--- src/rtl/flash_seq_pkg.sv ---
package flash_seq_pkg;
  typedef enum logic [1:0] {
    RG_PROG = 2'd0,
    RG_DATA = 2'd1,
    RG_INFO = 2'd2,
    RG_INFO_ALT = 2'd3
  } region_e;
endpackage

--- src/rtl/flash_req_queue.sv ---
module flash_req_queue
  import flash_seq_pkg::*;
#(
  parameter int OFF_W = 4,
  parameter int DATA_W = 16,
  parameter int PROG_CYCLES = 3,
  parameter int ERASE_CYCLES = 6
) (
  input  logic              clk_i,
  input  logic              rst_ni,
  input  logic              req_valid_i,
  input  logic              req_erase_i,
  input  logic [1:0]        req_region_i,
  input  logic [OFF_W-1:0]  req_addr_i,
  input  logic [DATA_W-1:0] req_data_i,
  input  logic              grant_i,
  output logic              op_done_o,
  output logic              op_erase_o,
  output logic [1:0]        op_region_o,
  output logic [OFF_W-1:0]  op_addr_o,
  output logic [DATA_W-1:0] op_data_o,
  output logic              busy_o,
  output logic              full_o,
  output logic              overrun_o,
  output logic              prog_busy_o,
  output logic              data_busy_o
);
  localparam int MAX_CYC = (ERASE_CYCLES > PROG_CYCLES) ? ERASE_CYCLES : PROG_CYCLES;
  localparam int CNT_W = $clog2(MAX_CYC + 1);
  localparam logic [CNT_W-1:0] PROG_LAST = CNT_W'(PROG_CYCLES - 1);
  localparam logic [CNT_W-1:0] ERASE_LAST = CNT_W'(ERASE_CYCLES - 1);

  logic              act_valid_q, act_erase_q;
  logic [1:0]        act_region_q;
  logic [OFF_W-1:0]  act_addr_q;
  logic [DATA_W-1:0] act_data_q;
  logic [CNT_W-1:0]  cnt_q;
  logic              pend_valid_q, pend_erase_q;
  logic [1:0]        pend_region_q;
  logic [OFF_W-1:0]  pend_addr_q;
  logic [DATA_W-1:0] pend_data_q;
  logic              overrun_q;

  logic req_live, acc, drop, done, act_free;

  assign req_live = req_valid_i & grant_i;
  assign acc      = req_live & ~pend_valid_q;
  assign drop     = req_live & pend_valid_q;
  assign done     = act_valid_q && (cnt_q == (act_erase_q ? ERASE_LAST : PROG_LAST));
  assign act_free = ~act_valid_q | done;

  always_ff @(posedge clk_i or negedge rst_ni) begin
    if (!rst_ni) begin
      act_valid_q   <= 1'b0;
      act_erase_q   <= 1'b0;
      act_region_q  <= '0;
      act_addr_q    <= '0;
      act_data_q    <= '0;
      cnt_q         <= '0;
      pend_valid_q  <= 1'b0;
      pend_erase_q  <= 1'b0;
      pend_region_q <= '0;
      pend_addr_q   <= '0;
      pend_data_q   <= '0;
      overrun_q     <= 1'b0;
    end else begin
      overrun_q <= overrun_q | drop;
      if (act_free) begin
        cnt_q <= '0;
        if (pend_valid_q) begin
          act_valid_q  <= 1'b1;
          act_erase_q  <= pend_erase_q;
          act_region_q <= pend_region_q;
          act_addr_q   <= pend_addr_q;
          act_data_q   <= pend_data_q;
          pend_valid_q <= 1'b0;
        end else if (acc) begin
          act_valid_q  <= 1'b1;
          act_erase_q  <= req_erase_i;
          act_region_q <= req_region_i;
          act_addr_q   <= req_addr_i;
          act_data_q   <= req_data_i;
        end else begin
          act_valid_q <= 1'b0;
        end
      end else begin
        cnt_q <= cnt_q + 1'b1;
        if (acc) begin
          pend_valid_q  <= 1'b1;
          pend_erase_q  <= req_erase_i;
          pend_region_q <= req_region_i;
          pend_addr_q   <= req_addr_i;
          pend_data_q   <= req_data_i;
        end
      end
    end
  end

  assign op_done_o   = done;
  assign op_erase_o  = act_erase_q;
  assign op_region_o = act_region_q;
  assign op_addr_o   = act_addr_q;
  assign op_data_o   = act_data_q;
  assign busy_o      = act_valid_q | pend_valid_q;
  assign full_o      = pend_valid_q;
  assign overrun_o   = overrun_q;
  assign prog_busy_o = (act_valid_q && region_e'(act_region_q) == RG_PROG) ||
                       (pend_valid_q && region_e'(pend_region_q) == RG_PROG);
  assign data_busy_o = (act_valid_q && region_e'(act_region_q) != RG_PROG) ||
                       (pend_valid_q && region_e'(pend_region_q) != RG_PROG);

  AST_DROP_FLAGS: assert property (@(posedge clk_i) disable iff (!rst_ni)
    req_valid_i && grant_i && full_o |=> overrun_o);
  AST_IDLE_STAYS: assert property (@(posedge clk_i) disable iff (!rst_ni)
    !busy_o && !(req_valid_i && grant_i) |=> !busy_o);
  AST_WAIT_HELD: assert property (@(posedge clk_i) disable iff (!rst_ni)
    pend_valid_q && act_valid_q && !done |=> pend_valid_q && $stable(pend_addr_q));
endmodule

--- src/rtl/flash_array.sv ---
module flash_array
  import flash_seq_pkg::*;
#(
  parameter int DATA_W = 16,
  parameter int PAGE_WORDS = 4,
  parameter int PAGES = 4,
  parameter int INFO_WORDS = 4,
  localparam int MAIN_WORDS = PAGE_WORDS * PAGES,
  localparam int OFF_W = $clog2(MAIN_WORDS),
  localparam int IB_W = $clog2(INFO_WORDS),
  localparam int PG_W = $clog2(PAGE_WORDS)
) (
  input  logic              clk_i,
  input  logic              rst_ni,
  input  logic              wr_en_i,
  input  logic              wr_erase_i,
  input  logic [1:0]        wr_region_i,
  input  logic [OFF_W-1:0]  wr_addr_i,
  input  logic [DATA_W-1:0] wr_data_i,
  input  logic [OFF_W-1:0]  rd_addr_i,
  input  logic [IB_W-1:0]   ib_idx_i,
  output logic [DATA_W-1:0] prog_rd_o,
  output logic [DATA_W-1:0] data_rd_o,
  output logic [DATA_W-1:0] info_rd_o
);
  logic [DATA_W-1:0] prog_mem [MAIN_WORDS];
  logic [DATA_W-1:0] data_mem [MAIN_WORDS];
  logic [DATA_W-1:0] info_mem [INFO_WORDS];
  logic [PAGES-1:0]  page_hit;
  logic [IB_W-1:0]   wr_ib_idx;

  for (genvar p = 0; p < PAGES; p++) begin : g_page
    assign page_hit[p] = (wr_addr_i[OFF_W-1:PG_W] == (OFF_W-PG_W)'(p));
  end

  assign wr_ib_idx = wr_addr_i[IB_W-1:0];

  always_ff @(posedge clk_i or negedge rst_ni) begin
    if (!rst_ni) begin
      for (int i = 0; i < MAIN_WORDS; i++) begin
        prog_mem[i] <= '1;
        data_mem[i] <= '1;
      end
      for (int i = 0; i < INFO_WORDS; i++) info_mem[i] <= '1;
    end else if (wr_en_i) begin
      unique case (region_e'(wr_region_i))
        RG_PROG: begin
          if (wr_erase_i) begin
            for (int i = 0; i < MAIN_WORDS; i++)
              if (page_hit[i / PAGE_WORDS]) prog_mem[i] <= '1;
          end else begin
            prog_mem[wr_addr_i] <= prog_mem[wr_addr_i] & wr_data_i;
          end
        end
        RG_DATA: begin
          if (wr_erase_i) begin
            for (int i = 0; i < MAIN_WORDS; i++)
              if (page_hit[i / PAGE_WORDS]) data_mem[i] <= '1;
          end else begin
            data_mem[wr_addr_i] <= data_mem[wr_addr_i] & wr_data_i;
          end
        end
        default: begin
          if (wr_erase_i) begin
            for (int i = 0; i < INFO_WORDS; i++) info_mem[i] <= '1;
            for (int i = 0; i < MAIN_WORDS; i++) data_mem[i] <= '1;
          end else begin
            info_mem[wr_ib_idx] <= info_mem[wr_ib_idx] & wr_data_i;
          end
        end
      endcase
    end
  end

  assign prog_rd_o = prog_mem[rd_addr_i];
  assign data_rd_o = data_mem[rd_addr_i];
  assign info_rd_o = info_mem[ib_idx_i];

  AST_PROG_NO_SET: assert property (@(posedge clk_i) disable iff (!rst_ni)
    wr_en_i && !wr_erase_i && region_e'(wr_region_i) == RG_PROG && rd_addr_i == wr_addr_i
    |=> $stable(rd_addr_i) |-> (prog_rd_o & ~$past(prog_rd_o)) == '0);
endmodule

--- src/rtl/flash_ib_reader.sv ---
module flash_ib_reader #(
  parameter int DATA_W = 16,
  parameter int IB_W = 2
) (
  input  logic              clk_i,
  input  logic              rst_ni,
  input  logic              ib_addr_we_i,
  input  logic [IB_W:0]     ib_addr_i,
  input  logic [DATA_W-1:0] ib_word_i,
  output logic [IB_W-1:0]   ib_idx_o,
  output logic [DATA_W-1:0] ib_data_o,
  output logic              align_err_o
);
  logic [IB_W:0] addr_q;

  always_ff @(posedge clk_i or negedge rst_ni) begin
    if (!rst_ni) addr_q <= '0;
    else if (ib_addr_we_i) addr_q <= ib_addr_i;
  end

  assign ib_idx_o    = addr_q[IB_W:1];
  assign align_err_o = addr_q[0];
  assign ib_data_o   = addr_q[0] ? '1 : ib_word_i;

  AST_IB_ADDR_HOLD: assert property (@(posedge clk_i) disable iff (!rst_ni)
    !ib_addr_we_i |=> $stable(align_err_o) && $stable(ib_idx_o));
endmodule

--- src/rtl/flash_seq.sv ---
module flash_seq #(
  parameter int DATA_W = 16,
  parameter int PAGE_WORDS = 4,
  parameter int PAGES = 4,
  parameter int INFO_WORDS = 4,
  parameter int PROG_CYCLES = 3,
  parameter int ERASE_CYCLES = 6,
  localparam int OFF_W = $clog2(PAGE_WORDS * PAGES),
  localparam int IB_W = $clog2(INFO_WORDS)
) (
  input  logic              clk_i,
  input  logic              rst_ni,
  input  logic              req_valid_i,
  input  logic              req_erase_i,
  input  logic [1:0]        req_region_i,
  input  logic [OFF_W-1:0]  req_addr_i,
  input  logic [DATA_W-1:0] req_data_i,
  input  logic              grant_i,
  output logic              busy_o,
  output logic              full_o,
  output logic              overrun_o,
  input  logic              rd_req_i,
  input  logic              rd_sel_i,
  input  logic [OFF_W-1:0]  rd_addr_i,
  output logic [DATA_W-1:0] rd_data_o,
  output logic              rd_stall_o,
  input  logic              ib_addr_we_i,
  input  logic [IB_W:0]     ib_addr_i,
  output logic [DATA_W-1:0] ib_data_o,
  output logic              align_err_o
);
  logic              op_done, op_erase;
  logic [1:0]        op_region;
  logic [OFF_W-1:0]  op_addr;
  logic [DATA_W-1:0] op_data;
  logic              prog_busy, data_busy;
  logic [DATA_W-1:0] prog_rd, data_rd, info_rd;
  logic [IB_W-1:0]   ib_idx;

  flash_req_queue #(
    .OFF_W(OFF_W), .DATA_W(DATA_W),
    .PROG_CYCLES(PROG_CYCLES), .ERASE_CYCLES(ERASE_CYCLES)
  ) u_queue (
    .clk_i, .rst_ni, .req_valid_i, .req_erase_i, .req_region_i, .req_addr_i,
    .req_data_i, .grant_i,
    .op_done_o(op_done), .op_erase_o(op_erase), .op_region_o(op_region),
    .op_addr_o(op_addr), .op_data_o(op_data),
    .busy_o, .full_o, .overrun_o,
    .prog_busy_o(prog_busy), .data_busy_o(data_busy)
  );

  flash_array #(
    .DATA_W(DATA_W), .PAGE_WORDS(PAGE_WORDS), .PAGES(PAGES), .INFO_WORDS(INFO_WORDS)
  ) u_array (
    .clk_i, .rst_ni,
    .wr_en_i(op_done), .wr_erase_i(op_erase), .wr_region_i(op_region),
    .wr_addr_i(op_addr), .wr_data_i(op_data),
    .rd_addr_i, .ib_idx_i(ib_idx),
    .prog_rd_o(prog_rd), .data_rd_o(data_rd), .info_rd_o(info_rd)
  );

  flash_ib_reader #(.DATA_W(DATA_W), .IB_W(IB_W)) u_ib (
    .clk_i, .rst_ni, .ib_addr_we_i, .ib_addr_i,
    .ib_word_i(info_rd), .ib_idx_o(ib_idx), .ib_data_o, .align_err_o
  );

  assign rd_stall_o = rd_req_i & (prog_busy | (rd_sel_i & data_busy));
  assign rd_data_o  = (rd_req_i & ~rd_stall_o) ? (rd_sel_i ? data_rd : prog_rd) : '0;

  AST_FULL_BUSY: assert property (@(posedge clk_i) disable iff (!rst_ni)
    full_o |-> busy_o);
  AST_DATA_STALL: assert property (@(posedge clk_i) disable iff (!rst_ni)
    rd_req_i && rd_sel_i && busy_o |-> rd_stall_o);
  AST_STALL_ZERO: assert property (@(posedge clk_i) disable iff (!rst_ni)
    rd_stall_o |-> rd_data_o == '0);
  AST_MISALIGN_ONES: assert property (@(posedge clk_i) disable iff (!rst_ni)
    align_err_o |-> ib_data_o == '1);
endmodule

--- config.mk ---
export PLATFORM = sky130hd
export DESIGN_NAME = flash_seq
export DESIGN_NICKNAME = d
export VERILOG_FILES = /design/src/rtl/flash_seq_pkg.sv /design/src/rtl/flash_req_queue.sv /design/src/rtl/flash_array.sv /design/src/rtl/flash_ib_reader.sv /design/src/rtl/flash_seq.sv
export SDC_FILE = /design/constraint.sdc
export NUM_CORES = 1
export LEC_CHECK = 0
export BUFFER_PORTS_ARGS = -buffer_cell sky130_fd_sc_hd__buf_2
export CORE_ASPECT_RATIO = 1.2
export CORE_UTILIZATION = 49
export CTS_CLUSTER_DIAMETER = 60
export DETAILED_ROUTE_END_ITERATION = 8
export MAX_ROUTING_LAYER = met4
export SYNTH_ARGS = -nofsm -noshare
export SYNTH_HDL_FRONTEND = slang
export SYNTH_SLANG_ARGS = --single-unit
--- constraint.sdc ---
create_clock -name clk_i -period 4.8 [get_ports clk_i]
set_input_delay 0.24 -clock clk_i [delete_from_list [all_inputs] [get_ports clk_i]]
set_output_delay 0.24 -clock clk_i [all_outputs]
set_load 0.05 [all_outputs]
# Word level (Yosys, flattened, before mapping)
# Cells that the tools add are included.
dict set report classes {
  n_div 0
  n_addsub 1
  n_mul 0
  n_reduce_logical 29
  magnitude_cmp 6
  eq_ne 13
  muxes 51
  bitwise_logic 23
  n_shift 0
}
# operator count
set op_table {}
lappend op_table {{two-way mux 256 bit} 3}
lappend op_table {{bitwise mux 256 bit} 2}
lappend op_table {{case mux 256 bit (2 select lines)} 1}
lappend op_table {{two-way mux 16 bit} 23}
lappend op_table {{binary-select mux 16 bit (select 4 bit)} 4}
lappend op_table {{binary-select mux 16 bit (select 2 bit)} 2}
lappend op_table {{bitwise mux 64 bit} 1}
lappend op_table {{demux 16 bit (select 4 bit)} 1}
lappend op_table {{two-way mux 64 bit} 1}
lappend op_table {{AND 16 bit} 3}
lappend op_table {{demux 16 bit (select 2 bit)} 1}
lappend op_table {{AND reduction 4 bit} 4}
lappend op_table {{inequality test 3 x 2 -> 1 bit (second input constant)} 4}
lappend op_table {{AND reduction 3 bit} 4}
lappend op_table {{greater-or-equal comparator 5 bit (second input constant)} 2}
lappend op_table {{NOT 4 -> 5 bit} 2}
lappend op_table {{nonzero test 2 bit} 5}
lappend op_table {{two-way mux 4 bit} 2}
lappend op_table {{inequality test 2 x 1 -> 1 bit (second input constant)} 4}
lappend op_table {{logical AND 1 bit} 7}
lappend op_table {{AND 1 bit} 6}
lappend op_table {{greater-or-equal comparator 3 bit (second input constant)} 2}
lappend op_table {{zero test 2 bit} 3}
lappend op_table {{two-way mux 1 bit} 6}
lappend op_table {{14 further kinds} 30}
dict set report totals {
  ram_bits 0
  latch_bits 0
  register_bits 631
  wordCells 172
  output_inout_bits 37
  romBits 0
  n_memories 0
}

# Logic depth before layout (Yosys ltp)
# Gate-level depths: netlist (run 1).
dict set report logic_depth {
  word_depth 9
  mapped_depth 9
  depth_no_buf 4
}

# Hierarchy
# Synthesis (run 1) repeated with hierarchy kept, for this count alone.
dict set report hier_totals {
  hier_cells 3014
  hier_area_um2 35202.5
}
# module instances area_each_um2 cells_per_inst seq_area_each_um2
set by_module_without_submodules {}
lappend by_module_without_submodules {flash_array 1 32204.6 2781 15134.5}
lappend by_module_without_submodules {flash_req_queue 1 2397.3 153 1301.2}
lappend by_module_without_submodules {flash_seq 1 380.4 57 0.0}
lappend by_module_without_submodules {flash_ib_reader 1 220.2 23 75.1}

# Worst setup path after synthesis (run 1)
# OpenSTA, ideal clock, no wires.
dict set report synth_timing {
  kind {reg2out}
  from {register u_queue.pend_valid_q (netlist: u_queue.full_o)}
  to {output port rd_stall_o}
  path_buffers 2
  stages_incl_launch_ff 5
  setup_slack_ns 1.782
  t_required_ns 4.560
  arrival_ns 2.778
  path_cell_list {dfrtp_1 clkbuf_1 buf_1 o21ai_0 a21boi_0}
}
dict set report synth_between {
  elab_chain_cells 5
}
# element line_no
set synth_lines {}
lappend synth_lines {{start: declaration} flash_req_queue.sv:38} ;# logic pend_valid_q, pend_erase_q;
lappend synth_lines {{start signal: assignment} flash_req_queue.sv:60} ;# pend_valid_q <= 1'b0;
lappend synth_lines {{start signal: assignment} flash_req_queue.sv:76} ;# pend_valid_q <= 1'b0;
lappend synth_lines {{start signal: assignment} flash_req_queue.sv:89} ;# pend_valid_q <= 1'b1;
lappend synth_lines {{logical AND 1 bit} flash_req_queue.sv:110} ;# (pend_valid_q && region_e'(pend_region_q) != RG_PROG);
lappend synth_lines {{logical OR 1 bit} flash_req_queue.sv:109} ;# assign data_busy_o = (act_valid_q && region_e'(act_region_q) != RG_PROG) ||
lappend synth_lines {{AND 1 bit} flash_seq.sv:67} ;# assign rd_stall_o = rd_req_i & (prog_busy | (rd_sel_i & data_busy));
lappend synth_lines {{OR 1 bit (*)} flash_seq.sv:67}
lappend synth_lines {{AND 1 bit (*)} flash_seq.sv:67}
lappend synth_lines {{end: declaration} flash_seq.sv:26} ;# output logic rd_stall_o,
# Every way passes the cells marked *; elsewhere a longest branch is shown, timed or not.

# Final worst setup path (run 1)
dict set report layout_timing {
  from {register u_queue.act_valid_q}
  to {output port rd_data_o[14]}
}
dict set report layout_between {
  elab_chain_cells 8
}
# element line_no
set layout_lines {}
lappend layout_lines {{start: declaration} flash_req_queue.sv:33} ;# logic act_valid_q, act_erase_q;
lappend layout_lines {{start signal: assignment} flash_req_queue.sv:54} ;# act_valid_q <= 1'b0;
lappend layout_lines {{start signal: assignment} flash_req_queue.sv:71} ;# act_valid_q <= 1'b1;
lappend layout_lines {{start signal: assignment} flash_req_queue.sv:78} ;# act_valid_q <= 1'b1;
lappend layout_lines {{logical AND 1 bit} flash_req_queue.sv:109}
lappend layout_lines {{logical OR 1 bit} flash_req_queue.sv:109}
lappend layout_lines {{AND 1 bit} flash_seq.sv:67}
lappend layout_lines {{OR 1 bit (*)} flash_seq.sv:67}
lappend layout_lines {{AND 1 bit (*)} flash_seq.sv:67}
lappend layout_lines {{NOT 1 bit (*)} flash_seq.sv:68} ;# assign rd_data_o = (rd_req_i & ~rd_stall_o) ? (rd_sel_i ? data_rd : prog_rd) : '0;
lappend layout_lines {{AND 1 bit (*)} flash_seq.sv:68}
lappend layout_lines {{two-way mux 16 bit (*)} flash_seq.sv:68}
lappend layout_lines {{end: declaration} flash_seq.sv:25} ;# output logic [DATA_W-1:0] rd_data_o,
# Marks and branches as above.

==> results of run 1 <==
final cells by class:
| cell class | instances | area, sq um |
|---|---|---|
| Sequential cell | 631 | 16500 |
| Clock inverter | 18 | 183 |
| Inverter | 3 | 11.3 |
| Clock buffer | 103 | 2040 |
| Fill cell | 5728 | 30700 |
| Timing Repair Buffer | 192 | 1490 |
| Multi-Input combinational cell | 1874 | 16400 |
| Antenna cell | 3 | 7.51 |
| Tap cell | 909 | 1140 |
logic make-up after synthesis:
family,count (synthesis),synth area share (%)
multiplexers,577,24.7
AO/OA/AOI/OAI,894,17.5
AND/OR/NAND/NOR,401,5.57
XOR/XNOR,1,0.0259
flip-flops,631,48.7
buffers and inverters,271,3.46
adder cells (fa/ha/maj),1,0.0369
sequential cells by signal, indices dropped and copies added, names as in the netlist, 3 cells and up:
signal,count
u_queue.cnt_q,3
u_queue.op_data_o,16
u_ib.addr_q,3
u_array.prog_mem,256
u_queue.pend_addr_q,4
u_queue.op_addr_o,4
u_array.data_mem,256
u_queue.pend_data_q,16
u_array.info_mem,64
layout by cell type, fill, tap and decap left out, types with 9 or more instances in the layout:
cell           instances
dfstp_2              576
a21oi_1              261
a31oi_1              256
mux2i_1              231
mux4_2               192
nor2_1               175
mux2_2               150
a22oi_1              144
o22a_1               128
nand2_1              107
buf_4                 78
clkbuf_16             71
buf_2                 70
dfrtp_1               50
o21ai_0               42
nand3_1               33
dlygate4sd3_1         31
or2_2                 18
nor2b_1               18
clkbuf_1              18
a31o_2                17
a22o_1                16
clkbuf_8              15
nor3_2                12
buf_12                10
clkinv_2               9
worst register-to-register path, stage by stage, from the launching register on:
cell and delay, ns:
dfrtp_4 0.91, buf_12 0.68, mux2i_1 0.47, a22oi_1 0.23, nand3_1 0.53, a31oi_1 0.37
cells in the mapped netlist, types with 2 or more instances:
library cell and instances:
mux4_2 192, a22oi_1 144, a31oi_1 256, and4b_1 2
and2_1 3, a21oi_1 261, nand2_1 107, o22a_1 128
a211o_1 8, inv_1 3, nand2b_1 7, o21ai_0 42
nor4bb_1 3, buf_1 11, nor4_2 5, mux2i_1 231
dfrtp_1 55, buf_2 113, or2_2 18, o2111a_1 8
mux2_2 150, dfstp_2 576, a31o_2 17, nor2b_1 22
clkbuf_1 140, a22o_1 16, a21oi_2 4, nor2_1 179
buf_4 4, nor3_2 10, nand3_1 33, o2111ai_1 2
nor4b_2 3, mux2_1 4, and2_0 2, nor3_1 2
a221oi_4 2
power by group through the flow:
stage | Combinational [mW] | Sequential, mW | Clock, mW
after floorplan | 8.66 | 10.1 | 0
after global placement | 11.1 | 11.0 | 0
after detailed placement | 11.3 | 11.2 | 0
after CTS | 11.3 | 11.1 | 5.40
after global routing | 12.2 | 11.5 | 5.60
final | 11.5 | 11.2 | 5.32
per-layer routing:
metal  track usage, %  wire length [microns]  vias up
li1                 -                      -    10768
met1             44.4                  45800    13527
met2             49.0                  52000     1387
met3             5.88                  10200      288
met4             17.6                   6020        0
met5                -                      0        -
per-stage QoR:
stage,setup slack (ns),instance area [sq um]
2_1_floorplan,1.78,33900
5_1_grt,1.19,37800
4_1_cts,1.32,37700
6_report,1.20,37800
3_3_place_gp,1.70,35200
3_5_place_dp,1.62,35200
worst max-delay path by stage:
stage	depth (start not counted)	startpoint	slack, ns	to
floorplan	4	u_queue.full_o	1.78	rd_stall_o
global placement	8	u_queue.op_erase_o	1.70	u_array.data_mem[176]
global route	5	u_queue.act_valid_q	1.19	rd_data_o[3]
CTS	5	u_queue.act_valid_q	1.32	rd_data_o[3]
detailed placement	6	u_queue.op_addr_o[1]	1.62	u_array.prog_mem[100]
finish	5	u_queue.act_valid_q	1.20	rd_data_o[14]
==> key figures, run 1 <==
Outcome
  • Status: completed

Clock tree
  • Sink Count: about 630
  • Hold Buf Count CTS: 31
  • Clk buf depth: 3
  • H-tree depth: 3
  • CTS Buf Count: approximately 70
  • Postcts setup bufs: 0
  • CTS tree: yes
  • Clock Tree Root: clkbuf_16
  • Worst skew pair latency: about 0.62 ns
  • Clk slew on worst S/H paths: roughly 0.060 ns
  • PostCTS Resize Cnt: 0

Synth
  • Post-synth top area share: between 40% and 50%
  • Async set-reset flop share out of synthesis: 100%
  • Post-synth EDFFs: 0
  • Ys Warns: 0
  • Synth Register Bits: roughly 630
  • Ranking of synthesized cells by area: dfstp_2, mux4_2, mux2i_1
  • Predominant post-synthesis flop cell: dfstp_2
  • Mapped Cells: 2776
  • Synth cell types: 50
  • Leading area contributor after synthesis: dfstp_2
  • Mapped cell area: 33900 sq um
  • Net Count, Synth: roughly 2800
  • Post-synthesis sequential area ratio: between 40 and 50%
  • Post-Syn Area per Cell: between 10 and 15 sq um

Global routing
  • Largest net degree at the start of global routing: between 100 and 150
  • First-pass GRT wire length: around 170000 microns
  • Vias in the first global route: around 27000
  • Global Route Usage Sum: between 30% and 40%
  • Grt ovf: 0
  • Initial antenna violation count: 3

Power
  • Net Switching: around 11 mW
  • Peak supply drop: 0.391 mV
  • Reg power frac: between 40% and 50%
  • Power Total: 28.0 mW
  • Int Pwr: roughly 17 mW
  • Sw frac: roughly two fifths
  • Power Dens Cells: roughly 740 nW/um^2
  • Clk pwr share: 19.0%
  • Leakage: roughly 14 nW
  • Combinational share of power: 41.0%

Worst setup path
  • Slowest CP cell: nor2_1
  • Critical path buffers and inverters: 2
  • WP data required: between 4 and 5 ns
  • Slowest Stage Delay on Critical Path: roughly 0.73 ns
  • Sequence of cells on the critical path: or2_2 > nor2_1 > buf_4 > a22o_1 > buf_2
  • Delay-heaviest family, CP: simple AND/OR/NAND/NOR gates
  • Crit end category: output port
  • Reg2Reg Depth: 5
  • Reg2Reg Capture Point: u_array.prog_mem[150]
  • CP arrival: between 3 and 4 ns
  • Critical path class: reg2out
  • FF-to-FF setup slack: 1.51 ns
  • CP max FO: 18
  • R2r startpoint: u_queue.op_addr_o[1]
  • CP startpoint kind: register

Placed design
  • Placed cell count: 3578
  • Dpl hpwl: ~68000 microns
  • RD Place Congestion: between 0.8 and 0.9
  • I/O Buffers: 73

Layout
  • Post-Route Utilization: a little under three fifths
  • Layout overhead on the synthesized area: 11.4%
  • Share of cells above drive strength 1: between 40% and 50%
  • Final #Nets: approximately 2800
  • Final std cells w/o fill: 3733

Timing
  • Sum Neg Setup Slack: 0 ns
  • RSZ-0062 raised after global routing: false
  • Slew Limit Headroom: about a quarter
  • Slew @ Worst Pin: 1.12 ns
  • Worst hold slack: approximately 0.045 ns
  • Hold Fails Final Rpt: 0
  • Crit share post-route: 75.0%
  • Peak Freq: roughly 0.28 GHz
  • Skew final: around 0.021 ns
  • Tmin final: between 3 and 4 ns
  • Slew Limit Fails: 0
  • # setup viols final: 0

Route
  • Total Wirelength: between 100000 and 150000 microns
  • Avg Vias per Cell: about 7.0
  • Antenna Nets Post-Route: 0
  • Via count: ~26000
  • First-pass DRT Iterations: 6
  • Starting DRT DRC Count: around 2800
  • DRC errors left: 0
  • WL per Instance: around 30 microns

Floorplanning
  • Die area: ~70000 sq um
  • Core area: between 60000 and 70000 sq um
  • Row Count: between 100 and 150
  • Die Width: approximately 240 microns
  • Die height: slightly below 300 microns
  • # IOs: 74
  • Initial Util: around half

Flow run
  • Max Cap Violations: 0

Hold path
  • Hold WC Path Type: in2reg
  • HP Start: req_valid_i
  • Hold Path Depth: 3
  • Worst hold endpoint: u_queue.act_valid_q
Power figures use the tool's default switching activity.
==> inputs of run 2 (changes only) <==
--- a/config.mk
+++ b/config.mk
@@ -11,6 +11,7 @@
 export CTS_CLUSTER_DIAMETER = 60
 export DETAILED_ROUTE_END_ITERATION = 8
 export MAX_ROUTING_LAYER = met4
+export PLACE_DENSITY = 0.67
 export SYNTH_ARGS = -nofsm -noshare
 export SYNTH_HDL_FRONTEND = slang
 export SYNTH_SLANG_ARGS = --single-unit
==> constraint.sdc (replaced) <==
create_clock -name clk_i -period 3.1 [get_ports clk_i]
set_input_delay 0.155 -clock clk_i [delete_from_list [all_inputs] [get_ports clk_i]]
set_output_delay 0.155 -clock clk_i [all_outputs]
set_load 0.05 [all_outputs]
==> key figures, run 2 (same netlist as run 1, synthesis figures left out) <==
Floorplanning
  • Die area: 70200 sq um (unchanged)
  • # IOs: 74 (unchanged)
  • Die Width: 242 microns (unchanged)
  • Die height: 290 microns (unchanged)
  • Core area: 68400 sq um (unchanged)
  • Initial Util: 49.5% (unchanged)
  • Row Count: 105 (unchanged)

Clock tree
  • Postcts setup bufs: 0 (unchanged)
  • H-tree depth: 3 (unchanged)
  • CTS Buf Count: 68 (-1.4%)
  • Worst skew pair latency: 0.61 ns (about the same)
  • CTS tree: yes
  • Clk slew on worst S/H paths: 0.06 ns (about the same)
  • Clk buf depth: 3 (unchanged)
  • Sink Count: 631 (unchanged)
  • Clock Tree Root: clkbuf_16

Timing
  • RSZ-0062 raised after global routing: false
  • Slew @ Worst Pin: 0.914 ns (-0.208 ns)
  • # setup viols final: 0 (unchanged)
  • Hold Fails Final Rpt: 0 (unchanged)
  • Slack of the critical path: 0.157 ns (-1.04 ns)
  • Sum Neg Setup Slack: 0 ns (unchanged)
  • Tmin final: a little under 3 ns
  • Crit share post-route: a little over nine tenths
  • Peak Freq: 0.340 GHz
  • Slew Limit Headroom: 39.1% (+14 points)
  • Skew final: 0.0196 ns (-0.00156 ns)
  • Worst hold slack: 0.254 ns (+0.210 ns)
  • Slew Limit Fails: 0 (unchanged)

Layout
  • Most frequent cells in the layout: dfstp_2, a21oi_1, a31oi_1
  • Most common cell after layout, fill and taps aside: dfstp_2
  • Top Registers: u_array.data_mem x256, u_array.prog_mem x256, u_array.info_mem x64
  • Final #Nets: 2873 (+2.3%)
  • Sequential Area: 16500 sq um (about the same)
  • Share of cells above drive strength 1: 45.9% (+1.1 points)
  • Layout overhead on the synthesized area: 13.6%
  • # fillers: 5507 (-3.9%)
  • Multi-input logic area: 16400 sq um (about the same)

Route
  • Total Wirelength: 114000 microns (+0.19%)
  • First-pass DRT Iterations: 6 (unchanged)
  • WL per Instance: 30.1 microns (-1.5%)
  • Via count: 26571 (+2.3%)
  • Routed wl met2: 52700 microns (+1.3%)
  • Avg Vias per Cell: 7.00 (+0.64%)
  • M1 wire length: 42900 microns (-6.5%)
  • Antenna Nets Post-Route: 0 (unchanged)
  • Top layer reached by signal wires: met4
  • DRC errors left: 0 (unchanged)
  • WL met3: 11100 microns (+9.1%)
  • Starting DRT DRC Count: 2891 (+2.7%)

Global routing
  • Grt ovf: 0 (unchanged)
  • First-pass GRT wire length: 173000 microns (+1.0%)
  • Largest net degree at the start of global routing: 105 (-27%)
  • Initial antenna violation count: 1 (-2)
  • Global Route Usage Sum: 33.6% (+0.19 points)
  • Vias in the first global route: 27486 (+3.4%)

Placed design
  • RD Place Congestion: 0.932 (+3.9%)
  • Post-Place Worst Slack: 0.588 ns (-1.03 ns)
  • Dpl hpwl: 70400 microns (+3.5%)
  • I/O Buffers: 73 (unchanged)

Outcome
  • Status: completed

Power
  • Reg power frac: 39.1% (-0.9 points)
  • Combinational share of power: 41.7% (+0.7 points)
  • Peak supply drop: 0.714 mV (+82%)
  • Leakage: 14.7 nW (+2.9%)
  • Clk pwr share: 19.2% (+0.2 points)
  • Net Switching: 17.2 mW (+56%)
  • Sw frac: 39.0% (-0.31 points)
  • Power Dens Cells: 1140 nW/um^2 (+54%)
  • Int Pwr: 26.8 mW (+58%)

Worst setup path
  • Slowest CP cell: dfrtp_2
  • Delay-heaviest family, CP: flip-flops
  • CP startpoint kind: register
  • Slowest Stage Delay on Critical Path: 0.70 ns (-0.03 ns)
  • Crit end category: output port
  • WP data required: 2.94 ns (-1.62 ns)
  • Critical path buffers and inverters: 2 (unchanged)
  • Sequence of cells on the critical path: nor2_1 > a221oi_2 > buf_4 > a22o_1 > buf_2
  • Critical path class: reg2out
  • CP arrival: 2.79 ns (-0.57 ns)
  • CP max FO: 26 (+8)

Hold path
  • Hold WC Path Type: in2async

Flow run
  • Max Cap Violations: 0 (unchanged)
==> run 2: what timing repair did <==
action                    in CTS  in global routing
hold endpoints to repair      78                  0
gates resized for setup        0                  0
hold buffers                  33                  0
==> run 2: power groups by stage <==
stage               clock (mW)  sequential [mW]  combinational [mW]
global route              8.83             17.6                19.5
floorplan                    0             15.7                13.4
finish                    8.44             17.2                18.4
CTS                       8.54             17.0                18.1
detailed placement           0             17.1                18.0
global placement             0             16.7                17.5
==> run 2: path summary, 6_finish.rpt <==
| kind | startpoint | to | slack [ns] | cells after the start |
|---|---|---|---|---|
| worst min-delay path | rst_ni | u_queue.op_data_o[13] | 0.25 | 2 |
| worst max register to register | u_queue.op_addr_o[1] | u_array.prog_mem[249] | 0.48 | 5 |
| min in group clk_i | req_data_i[11] | u_queue.pend_data_q[11] | 0.31 | 3 |
| worst min register to register | u_queue.pend_data_q[11] | u_queue.pend_data_q[11] | 0.49 | 1 |
| max in group asynchronous | rst_ni | u_array.prog_mem[252] | 1.72 | 3 |
| worst max-delay path | u_queue.op_region_o[1] | rd_data_o[15] | 0.16 | 5 |
==> run 2: final cells by class <==
cell class                 instances  share of cell area, %
clock inverter                    11                  0.439
sequential                       631                   42.9
antenna                            1                0.00650
clock buffer                     109                   5.51
inverter                           3                 0.0293
timing repair buffer             257                   5.60
tap                              909                   2.96
multi-input combinational       1874                   42.5
==> run 2: per-layer routing <==
metal | global-route usage (%) | vias up
met4 | 20.8 | 0
met3 | 7.10 | 406
met5 | - | -
met1 | 41.6 | 13657
met2 | 50.5 | 1601
li1 | - | 10907
==> run 2: stage by stage <==
stage | std cells | cell area (sq um) | total power, mW | util [%]
CTS | 3794 | 38500 | 43.7 | 56.2
global placement | 3641 | 35900 | 34.2 | 52.4
global route | 3795 | 38500 | 46.0 | 56.2
detailed placement | 3641 | 35900 | 35.1 | 52.4
finish | 3795 | 38500 | 44.0 | 56.2
floorplan | 2776 | 33900 | 29.1 | -
